<file path="src/rtl/itc_pkg.sv">
package itc_pkg;
   localparam int unsigned CMP_W = 32;
   localparam logic [CMP_W-1:0] CMP_RESET = {CMP_W{1'b1}};

   function automatic bit width_ok(int unsigned w);
      return (w == 32) || (w == 64);
   endfunction
endpackage

</file>
<file path="src/rtl/itc_free_counter.sv">
module itc_free_counter #(
   parameter int unsigned CNT_W = 64
) (
   input  logic             clk,
   input  logic             rst_n,
   output logic [CNT_W-1:0] count
);
   import itc_pkg::*;
   localparam int unsigned HI_W = (CNT_W > CMP_W) ? CNT_W - CMP_W : 1;

   logic [CMP_W-1:0] lo_q;

   always_ff @(posedge clk) begin
      if (!rst_n) lo_q <= '0;
      else        lo_q <= lo_q + 1'b1;
   end

   generate
      if (CNT_W > CMP_W) begin : g_split
         logic [HI_W-1:0] hi_q;
         logic            lo_full;
         assign lo_full = &lo_q;
         always_ff @(posedge clk) begin
            if (!rst_n)       hi_q <= '0;
            else if (lo_full) hi_q <= hi_q + 1'b1;
         end
         assign count = {hi_q, lo_q};
      end else begin : g_flat
         assign count = lo_q;
      end
   endgenerate
endmodule

</file>
<file path="src/rtl/itc_compare_reg.sv">
module itc_compare_reg #(
   parameter int unsigned CNT_W = 64
) (
   input  logic                     clk,
   input  logic                     rst_n,
   input  logic                     wr_en,
   input  logic [CNT_W-1:0]         wr_data,
   input  logic [CNT_W-1:0]         count,
   output logic [itc_pkg::CMP_W-1:0] cmp_val,
   output logic                     hit
);
   import itc_pkg::*;

   logic [CMP_W-1:0] wr_low;
   logic [CMP_W-1:0] cnt_low;
   logic [CMP_W-1:0] cmp_q;

   generate
      if (CNT_W > CMP_W) begin : g_trunc
         assign wr_low  = wr_data[CMP_W-1:0];
         assign cnt_low = count[CMP_W-1:0];
      end else begin : g_direct
         assign wr_low  = wr_data;
         assign cnt_low = count;
      end
   endgenerate

   always_ff @(posedge clk) begin
      if (!rst_n)     cmp_q <= CMP_RESET;
      else if (wr_en) cmp_q <= wr_low;
   end

   assign cmp_val = cmp_q;
   assign hit     = (cnt_low == cmp_q);
endmodule

</file>
<file path="src/rtl/itc_pending_latch.sv">
module itc_pending_latch (
   input  logic clk,
   input  logic rst_n,
   input  logic set_i,
   input  logic clr_i,
   input  logic mask_i,
   output logic pend_o,
   output logic irq_o
);
   logic pend_q;

   always_ff @(posedge clk) begin
      if (!rst_n)     pend_q <= 1'b0;
      else if (set_i) pend_q <= 1'b1;
      else if (clr_i) pend_q <= 1'b0;
   end

   assign pend_o = pend_q;
   assign irq_o  = pend_q & ~mask_i;
endmodule

</file>
<file path="src/rtl/interval_compare_timer.sv">
module interval_compare_timer #(
   parameter int unsigned CNT_W = 64
) (
   input  logic             clk,
   input  logic             rst_n,
   input  logic             wr_en,
   input  logic [CNT_W-1:0] wr_data,
   output logic [CNT_W-1:0] rd_data,
   input  logic             irq_mask,
   input  logic             pend_clr,
   output logic             irq
);
   import itc_pkg::*;

   generate
      if (!width_ok(CNT_W)) begin : g_bad_width
         $error("interval_compare_timer: CNT_W must be 32 or 64");
      end
   endgenerate

   logic [CNT_W-1:0] cnt_q;
   logic [CMP_W-1:0] cmp_q;
   logic             hit;
   logic             pend_q;

   itc_free_counter #(.CNT_W(CNT_W)) u_cnt (
      .clk   (clk),
      .rst_n (rst_n),
      .count (cnt_q)
   );

   itc_compare_reg #(.CNT_W(CNT_W)) u_cmp (
      .clk     (clk),
      .rst_n   (rst_n),
      .wr_en   (wr_en),
      .wr_data (wr_data),
      .count   (cnt_q),
      .cmp_val (cmp_q),
      .hit     (hit)
   );

   itc_pending_latch u_pend (
      .clk    (clk),
      .rst_n  (rst_n),
      .set_i  (hit),
      .clr_i  (pend_clr),
      .mask_i (irq_mask),
      .pend_o (pend_q),
      .irq_o  (irq)
   );

   assign rd_data = cnt_q;
endmodule

</file>
<file path="config.mk">
export PLATFORM = sky130hd
export DESIGN_NAME = interval_compare_timer
export DESIGN_NICKNAME = d
export VERILOG_FILES = /design/src/rtl/itc_pkg.sv /design/src/rtl/itc_free_counter.sv /design/src/rtl/itc_compare_reg.sv /design/src/rtl/itc_pending_latch.sv /design/src/rtl/interval_compare_timer.sv
export SDC_FILE = /design/constraint.sdc
export NUM_CORES = 1
export LEC_CHECK = 0
export BUFFER_PORTS_ARGS = -buffer_cell sky130_fd_sc_hd__buf_2
export CORE_MARGIN = 4
export CORE_UTILIZATION = 46
export DETAILED_ROUTE_END_ITERATION = 7
export GPL_TIMING_DRIVEN = 0
export HOLD_SLACK_MARGIN = 0.03
export PLACE_DENSITY_LB_ADDON = 0.08
export SLEW_MARGIN = 20
export SYNTH_ARGS = -nofsm -noshare
export SYNTH_HDL_FRONTEND = slang
export SYNTH_SLANG_ARGS = --single-unit
export TNS_END_PERCENT = 20
</file>
<file path="constraint.sdc">
create_clock -name clk -period 1.9 [get_ports clk]
set_input_delay 0.095 -clock clk [delete_from_list [all_inputs] [get_ports clk]]
set_output_delay 0.095 -clock clk [all_outputs]
set_load 0.02 [all_outputs]
</file>
; Word level (Yosys, flattened, before mapping)
; Cells that the tools add are included.
[classes]
addsub = 2
eq_ne = 1
mux = 2
bitwise = 2
n_reduce_logical = 2
[op_table]
columns = operator, n
row1 = $add 32x1->32 const B, 2
row2 = $eq 32x32->1, 1
row3 = $reduce_and 32->1, 1
row4 = $mux 1, 2
row5 = $reduce_bool 2->1, 1
row6 = $and 1x1->1, 1
row7 = $not 1->1, 1
[totals]
ff_bits = 97
out_inout_bits = 65
wordCells = 13

; Logic depth before layout (Yosys ltp)
; Gate-level depths: netlist (run 1).
[depth]
depth_word = 2
depth_mapped = 8
depth_no_buf = 6

; Modules after synthesis
; Synthesis (run 1) repeated with hierarchy kept, for this count alone.
[hier_totals]
hier_cells = 499
hier_area_um2 = 4461.8
[modules_own_cells]
columns = module, n_inst, cells_each, area_each_um2
row1 = itc_free_counter, 1, 349, 2947.8
row2 = itc_compare_reg, 1, 146, 1466.4
row3 = itc_pending_latch, 1, 4, 47.5

; Worst setup path before layout (run 1)
; OpenSTA, ideal clock, no wires.
[synth_path]
path_type = register to register
startpoint = reg u_cnt.lo_q[0]
endpoint = reg u_cnt.g_split.hi_q[31]
setup_ns = 0.072
t_arrival_ns = 2.056
required_time_ns = 1.828
setup_slack_ns = -0.227
path_stages_with_launch = 8
path_cell_list = dfxtp_1 -> ha_1 -> nand4_1 -> nor3_4 -> nand3_4 -> buf_2 -> nor4_2 -> mux2i_1
[synth_via]
elab_chain_len = 1
[synth_rtl]
columns = element, line_no
row1 = start: declaration, itc_free_counter.sv:11  ; logic [CMP_W-1:0] lo_q;
row2 = start signal: assignment, itc_free_counter.sv:15  ; else lo_q <= lo_q + 1'b1;
row3 = $reduce_and 32->1, itc_free_counter.sv:22  ; assign lo_full = &lo_q;
row4 = end signal: assignment, itc_free_counter.sv:25  ; else if (lo_full) hi_q <= hi_q + 1'b1;
row5 = end: declaration, itc_free_counter.sv:20  ; logic [HI_W-1:0] hi_q;
; No other way between the ends.
; A chain may end at the register's enable or synchronous reset.

; Worst setup path in the final report (run 1)
[layout_path]
startpoint = reg u_cnt.g_split.hi_q[15]
endpoint = reg u_cnt.g_split.hi_q[29]
[layout_via]
elab_chain_len = 1
[layout_rtl]
columns = element, line_no
row1 = $add 32x1->32, itc_free_counter.sv:25
; No other way between the ends.

==> results of run 1 <==
registers in the layout, summed over array words and instances (netlist names):
signal              flops
u_cnt.g_split.hi_q     32
u_pend.pend_o           1
u_cnt.lo_q             32
u_cmp.cmp_val          32
routing by layer:
metal | track usage (%) | up-vias
met5 | 0 | -
met4 | 8.60 | 0
met3 | 3.16 | 19
met2 | 39.9 | 120
met1 | 26.8 | 2014
li1 | - | 2108
tightest hold or removal path: stages:
cell	delay, ns
buf_2	0.11
clkinv_1	0.13
a21oi_1	0.05
metrics by stage:
stage | setup TNS, ns | power, mW | hold WS [ns] | cell area (um^2) | util (%)
3_3_place_gp | -8.88 | 2.39 | 0.311 | 5190 | 55.6
6_report | -0.150 | 3.85 | 0.0646 | 6320 | 67.8
2_1_floorplan | -0.206 | 2.31 | 0.223 | 4530 | -
5_1_grt | -1.31 | 4.00 | 0.0761 | 6320 | 67.8
4_1_cts | -0.0817 | 3.89 | 0.0517 | 6040 | 64.8
3_5_place_dp | -9.80 | 2.40 | 0.316 | 5190 | 55.6
worst paths after layout:
check	to	start	cells past startpoint	slack, ns
worst max-delay path	u_cnt.g_split.hi_q[29]	u_cnt.g_split.hi_q[15]	5	-0.05
worst min-delay path	u_cnt.g_split.hi_q[13]	rst_n	3	0.06
worst max register to register	u_cnt.g_split.hi_q[29]	u_cnt.g_split.hi_q[15]	5	-0.05
worst min register to register	u_cnt.g_split.hi_q[31]	u_cnt.g_split.hi_q[31]	2	0.48
final cells by class:
cell class                      instances  share of cell area, %
Multi-Input combinational cell        366                   40.8
Sequential cell                        97                   32.5
Timing Repair Buffer                  172                   17.9
Clock buffer                           13                   2.85
Tap cell                              129                   2.55
Buffer                                 23                   2.42
Clock inverter                          3                  0.713
Inverter                                6                  0.356
power by group through the flow:
stage	sequential (mW)	clock, mW	combinational, mW
final	2.08	1.46	0.302
after global placement	2.16	0	0.233
after global routing	2.09	1.58	0.331
after CTS	2.10	1.49	0.298
after floorplan	2.16	0	0.148
after detailed placement	2.16	0	0.237
cell usage after synthesis:
cell type / instances
nor4_4: 1
o21ai_0: 21
or4_1: 8
a21oi_1: 30
nand2_1: 52
o31ai_1: 8
nor4_2: 1
nor3_4: 1
inv_1: 5
and2_1: 3
ha_1: 2
nor3_2: 1
nor4_1: 6
xnor2_1: 39
nor2_1: 39
buf_2: 5
xor2_1: 23
or4b_1: 1
or2_2: 1
and3_1: 3
nand2b_1: 1
nor3_1: 2
dfxtp_1: 97
nand4_1: 27
mux2i_1: 34
o21a_1: 1
clkbuf_1: 14
nand3_1: 25
nand3_4: 1
clkinv_1: 1
nor2b_1: 2
o31a_1: 1
buf_1: 3
or3_1: 22
buf_6: 2
nand4_2: 2
and4_1: 6
nand4_4: 1
cell families (layout without fill, tap and decap cells):
| family | count (synthesis) | count (layout) | share of synthesized area (%) |
|---|---|---|---|
| AND/OR/NAND/NOR | 206 | 207 | 25.4 |
| flip-flops | 97 | 97 | 43.7 |
| XOR/XNOR | 62 | 62 | 12.2 |
| multiplexers | 34 | 34 | 7.66 |
| AO/OA/AOI/OAI | 61 | 61 | 7.46 |
| buffers and inverters | 30 | 217 | 3.01 |
| adder cells (fa/ha/maj) | 2 | 2 | 0.563 |
repair_timing:
item | in CTS | in global routing
setup buffers | 17 | 22
resized for setup | 48 | 46
hold buffers | 32 | 0
endpoints found under the setup margin | 53 | 39
pin swaps | 18 | 12
hold endpoints to repair | 32 | 0
gates cloned | 2 | 0
==> metrics, run 1 <==
status finished with violations; failing checks negative setup slack; worst path buffer plus inverter count 0; Fin Clk Skew 0.0106 ns; Seq/Total Area, Yosys ~44%; largest stage delay on the critical path around 0.54 ns; row count 35; DRT iter0 DRCs 159; actual slew at the worst max-slew pin 0.709 ns; Core Area 9330 um^2; crit-path cells nand4_1 -> nor4_4 -> nand3_1 -> or4_4 -> a21oi_2; DRT Pass-1 Iters 4; worst skew pair latency roughly 0.35 ns; share of power burned in registers 54.2%; hpwl dp 8730 um; fillcell total roughly 770; PwrDens between 600 and 700 nW/um^2; final hold violations 0; Remaining DRCs 0; Avg Cell Area, Syn between 9 and 10 um^2; flip-flop and latch area 2050 um^2; total gr overflow 0; Final Max Tran Viols 0; Net Sw Power about 0.87 mW; area of the mapped netlist 4450 um^2; ANT nets after route 0; Leakage 2.64 nW; Worst setup EP type flop; H-tree depth 3; Multi-input gate area about 2600 um^2; share of the synthesized area in the top cell type between 40 and 50%; global placement routability congestion about 0.83; Final min period 1.95 ns; largest net degree at the start of global routing 16; crit-path max FO 5; final setup violation count 5; Wirelength per Cell between 15 and 20 um; commonest non-fill, non-tap cells in the layout 101 x buf_2, 51 x nand2_1, 51 x dfxtp_1; clk slew on worst S/H paths ~0.09 ns; pre-CTS WS -0.399 ns; Hold Path Class in2reg; vias 4261; first-pass GRT wire length 20100 um; Clk pwr share 38.0%; Initial Util 47.7%; Via-to-Cell Ratio 5.27; vias in the first global route 4032; Final period util 103%; Antenna diodes 0; synth-to-layout area growth 42.2%; initial antenna violation count 0; Int Power 2.97 mW; Synth area leaders dfxtp_1 44%, xnor2_1 7.7%, mux2i_1 7.7%; Die ar. 11300 um^2; met2 routed WL 6640 um; synth warn 0; worst-case vdd ir drop 0.000493 V; Synth Register Bits 97; Crit path max-delay family simple AND/OR/NAND/NOR gates; WP data required 2.19 ns; RSZ-0062 raised after global routing true; uppermost layer routed met4; f_max between 0.5 and 0.6 GHz; Yosys cell types 38; clock sink count 97; critical-path cell with the highest stage delay or4_4; switching part of the total 22.7%; Worst EP arrival 2.24 ns; IO Port Bufs 100; Mapped Cells between 400 and 500; # Max-Cap Violations 0; cell taking the most area after synthesis dfxtp_1; clk root buf clkbuf_8; Post-Syn Nets 563; metal3 WL 641 um; share of cells above drive strength 1 35.7%; total CTS buffers 9; post-route setup slack -0.0519 ns; Total Routing Usage GR 22.2%; commonest non-fill, non-tap cell in the layout buf_2; kind of critical path reg2reg; logic gate share of total power roughly 7.9%; Die H 106 um; Worst slew margin 52.7%; WL met1 5330 um; post-route non-filler standard cell count 809; Worst setup SP type flop; Detailed Route WL 12900 um; die width 106 um; final net count ~750; placed cell count 721; CTS Buffer Depth 2; num ports between 100 and 150; CTS tree yes
No activity file was read; power rests on OpenSTA's default activity.
==> inputs of run 2 (changes only) <==
--- a/config.mk
+++ b/config.mk
@@ -7,7 +7,7 @@
 export LEC_CHECK = 0
 export BUFFER_PORTS_ARGS = -buffer_cell sky130_fd_sc_hd__buf_2
 export CORE_MARGIN = 4
-export CORE_UTILIZATION = 46
+export CORE_UTILIZATION = 47
 export DETAILED_ROUTE_END_ITERATION = 7
 export GPL_TIMING_DRIVEN = 0
 export HOLD_SLACK_MARGIN = 0.03
@@ -15,5 +15,6 @@
 export SLEW_MARGIN = 20
 export SYNTH_ARGS = -nofsm -noshare
 export SYNTH_HDL_FRONTEND = slang
+export SYNTH_HIERARCHICAL = 1
 export SYNTH_SLANG_ARGS = --single-unit
 export TNS_END_PERCENT = 20
==> metrics, run 2 <==
status finished with violations; failing checks negative setup slack; IO Port Bufs 100 (unchanged); total power 3.82 mW (-0.70%); WP data required 2.18 ns (about the same); Core Area 9240 um^2 (-0.94%); Final period util 112% (+9.7 points); Synth async-reset ratio 0% (unchanged); clk slew on worst S/H paths 0.09 ns (about the same); first-pass GRT wire length 20600 um (+2.7%); Synth area leaders dfxtp_1 44%, xor2_1 8.8%, mux2i_1 7.4%; Detailed Route WL 12600 um (-2.1%); share of power burned in registers 55.1% (+0.9 points); Leakage 2.57 nW (-2.7%); share of the synthesized area in the top cell type 43.5% (-0.16 points); post-route setup slack -0.237 ns (-0.185 ns); DRT Pass-1 Iters 5 (+1); commonest non-fill, non-tap cells in the layout 101 x buf_2, 65 x dfxtp_1, 59 x nand2_1; Hold Path Class in2reg; Fin Clk Skew 0.0115 ns (+0.000911 ns); Wirelength per Cell 15.7 um (-1.8%); worst r2r dst u_cnt/g_split.hi_q[29]; Antenna diodes 0 (unchanged); Remaining DRCs 0 (unchanged); PwrDens 616 nW/um^2 (+1.2%); DRT iter0 DRCs 239 (+50%); Initial Util 48.3% (+0.63 points); # Max-Cap Violations 0 (unchanged); hold_sp rst_n; num ports 134 (unchanged); top cells by count, synth 97 x dfxtp_1, 61 x nand2_1, 45 x xor2_1, 34 x a21oi_1, 33 x mux2i_1; cell taking the most area after synthesis dfxtp_1; share of cells above drive strength 1 33.2% (-2.5 points); row count 35 (unchanged); switching part of the total 22.5% (-0.13 points); commonest non-fill, non-tap cell in the layout buf_2; clk root buf clkbuf_8; vias 4309 (+1.1%); f_max 0.468 GHz (-8.7%); hpwl dp 8620 um (-1.3%); Reg-to-Reg Start u_cnt/lo_q[1]; worst skew pair latency 0.35 ns (about the same); Worst slew margin 58.1% (+5.4 points); final design utilization 67.1% (-0.62 points); final net count 744 (-0.27%); ANT nets after route 0 (unchanged); final setup violation count 37 (+32); global placement routability congestion 0.857 (+3.6%); Post-Syn Nets 570 (+1.2%); RSZ-0062 raised after global routing true; critical-path cell with the highest stage delay dfxtp_4; CTS Buffer Depth 2 (unchanged); kind of critical path reg2reg; Final Max Tran Viols 0 (unchanged); Mapped Cells 499 (+1.4%); setup TNS -3.70 ns (-3.55 ns); Via-to-Cell Ratio 5.35 (+1.5%); total gr overflow 0 (unchanged); Worst setup EP type flop; Post-synth EDFFs 0 (unchanged); Worst Hold Depth 2 (-1); Yosys cell types 35 (-7.9%); Reg2Reg Depth 8 (+3); R2R setup slack -0.24 ns (-0.19 ns); Seq/Total Area, Yosys 43.5% (-0.16 points); Avg Cell Area, Syn 8.94 um^2 (-1.0%); worst-case vdd ir drop 0.000433 V (-12%); logic gate share of total power 7.7% (-0.2 points); total CTS buffers 9 (unchanged); Die ar. 11100 um^2 (-1.6%); Net Sw Power 0.861 mW (-1.3%); actual slew at the worst max-slew pin 0.628 ns (-0.0809 ns); clock sink count 97 (unchanged); synth warn 6 (+6); die width 105 um (-0.82%); largest stage delay on the critical path 0.37 ns (-0.17 ns); vias in the first global route 4195 (+4.0%); final hold violations 0 (unchanged); Worst setup SP type flop; crit-path cells ha_4 -> nand4_1 -> nor3_4 -> buf_4 -> nand4_1 -> buf_4 -> or3_4 -> a21oi_1; Die H 105 um (-0.82%); area of the mapped netlist 4460 um^2 (+0.37%); largest net degree at the start of global routing 16 (unchanged); H-tree depth 3 (unchanged); Worst EP arrival 2.42 ns (+0.18 ns); Int Power 2.96 mW (-0.54%); crit-path max FO 5 (unchanged); synth-to-layout area growth 39.0%; Synth Flop Type dfxtp_1; initial antenna violation count 0 (unchanged); Worst Hold Endpoint u_cmp/cmp_val[31]; Synth Register Bits 97 (unchanged); Clk pwr share 37.2% (-0.8 points); CTS tree yes; Total Routing Usage GR 22.7% (+0.45 points); most common cell in the synthesized netlist dfxtp_1; Final min period 2.14 ns (+0.185 ns)
==> run 2: cell count changes after synthesis, moves of 4 or more <==
cell	previous run	this run
nor2_1	39	30
a21oi_1	30	34
xnor2_1	39	12
nor3_1	2	6
or3_1	22	26
o21ai_0	21	27
nand2_1	52	61
o21a_1	1	5
nand4_1	27	18
nor4_1	6	14
xor2_1	23	45
==> run 2: final cells by class <==
class / instances / area (um^2)
buffer: 18 / 129
timing repair buffer: 163 / 1080
inverter: 7 / 26.3
multi-input combinational: 377 / 2590
fill: 787 / 3040
tap: 129 / 161
clock inverter: 5 / 80.1
clock buffer: 10 / 128
sequential: 97 / 2010
==> run 2: stage by stage <==
stage / setup slack [ns] / hold slack, ns / cells / instance area [um^2]
final: -0.237 / 0.0517 / 806 / 6200
after global routing: -0.301 / 0.0610 / 806 / 6200
after CTS: -0.126 / 0.0338 / 798 / 6030
after detailed placement: -0.382 / 0.314 / 728 / 5180
after global placement: -0.370 / 0.311 / 728 / 5180
after floorplan: -0.00925 / 0.157 / 499 / 4520
==> run 2: worst max path at each step <==
stage	from	to	slack (ns)	depth (start not counted)
after floorplan	u_cnt/lo_q[5]	u_cnt/lo_q[27]	-0.009	6
after global placement	u_cnt/lo_q[0]	u_cnt/g_split.hi_q[19]	-0.37	7
after detailed placement	u_cnt/lo_q[0]	u_cnt/g_split.hi_q[21]	-0.38	7
after CTS	u_cnt/lo_q[1]	u_cnt/g_split.hi_q[28]	-0.13	7
after global routing	u_cnt/lo_q[1]	u_cnt/g_split.hi_q[29]	-0.30	8
final	u_cnt/lo_q[1]	u_cnt/g_split.hi_q[29]	-0.24	8
==> run 2: layer usage <==
layer	global-route usage (%)	wire length [um]	share of wire (%)
met5	0	0	0
met4	7.22	159	1.3
met3	3.98	776	6.1
met2	35.7	5970	47
met1	31.6	5730	45
==> run 2: power groups by stage <==
stage	clock, mW	sequential [mW]	combinational, mW
floorplan	0	2.16	0.135
global placement	0	2.16	0.220
detailed placement	0	2.17	0.223
CTS	1.46	2.11	0.287
global route	1.55	2.11	0.322
finish	1.42	2.10	0.295
==> run 2: repair_timing <==
action / CTS / global route
setup buffers: 21 / 8
hold buffers: 32 / 0
resized for setup: 38 / 34
pin swaps: 31 / 7
cloned: 2 / 0
hold endpoints to repair: 32 / 0
endpoints found under the setup margin: 49 / 45
==> run 2: logic make-up after synthesis <==
group | Yosys count | share of synthesized area [%]
DFF | 97 | 43.5
adders and majority gates | 2 | 0.561
and+or+nand+nor | 213 | 26.1
AOI/OAI and AO/OA | 72 | 8.69
xor gates and xnor gates | 57 | 11.2
buffers and inverters | 25 | 2.58
muxes | 33 | 7.40
==> run 2: worst max-delay path, delay by kind of cell, from the launching register on <==
family | cells | cell delay (ns)
buffers and inverters | 2 | 0.39
AOI/OAI and AO/OA | 1 | 0.13
and+or+nand+nor | 4 | 1.05
adders and majority gates | 1 | 0.13
DFF | 1 | 0.37
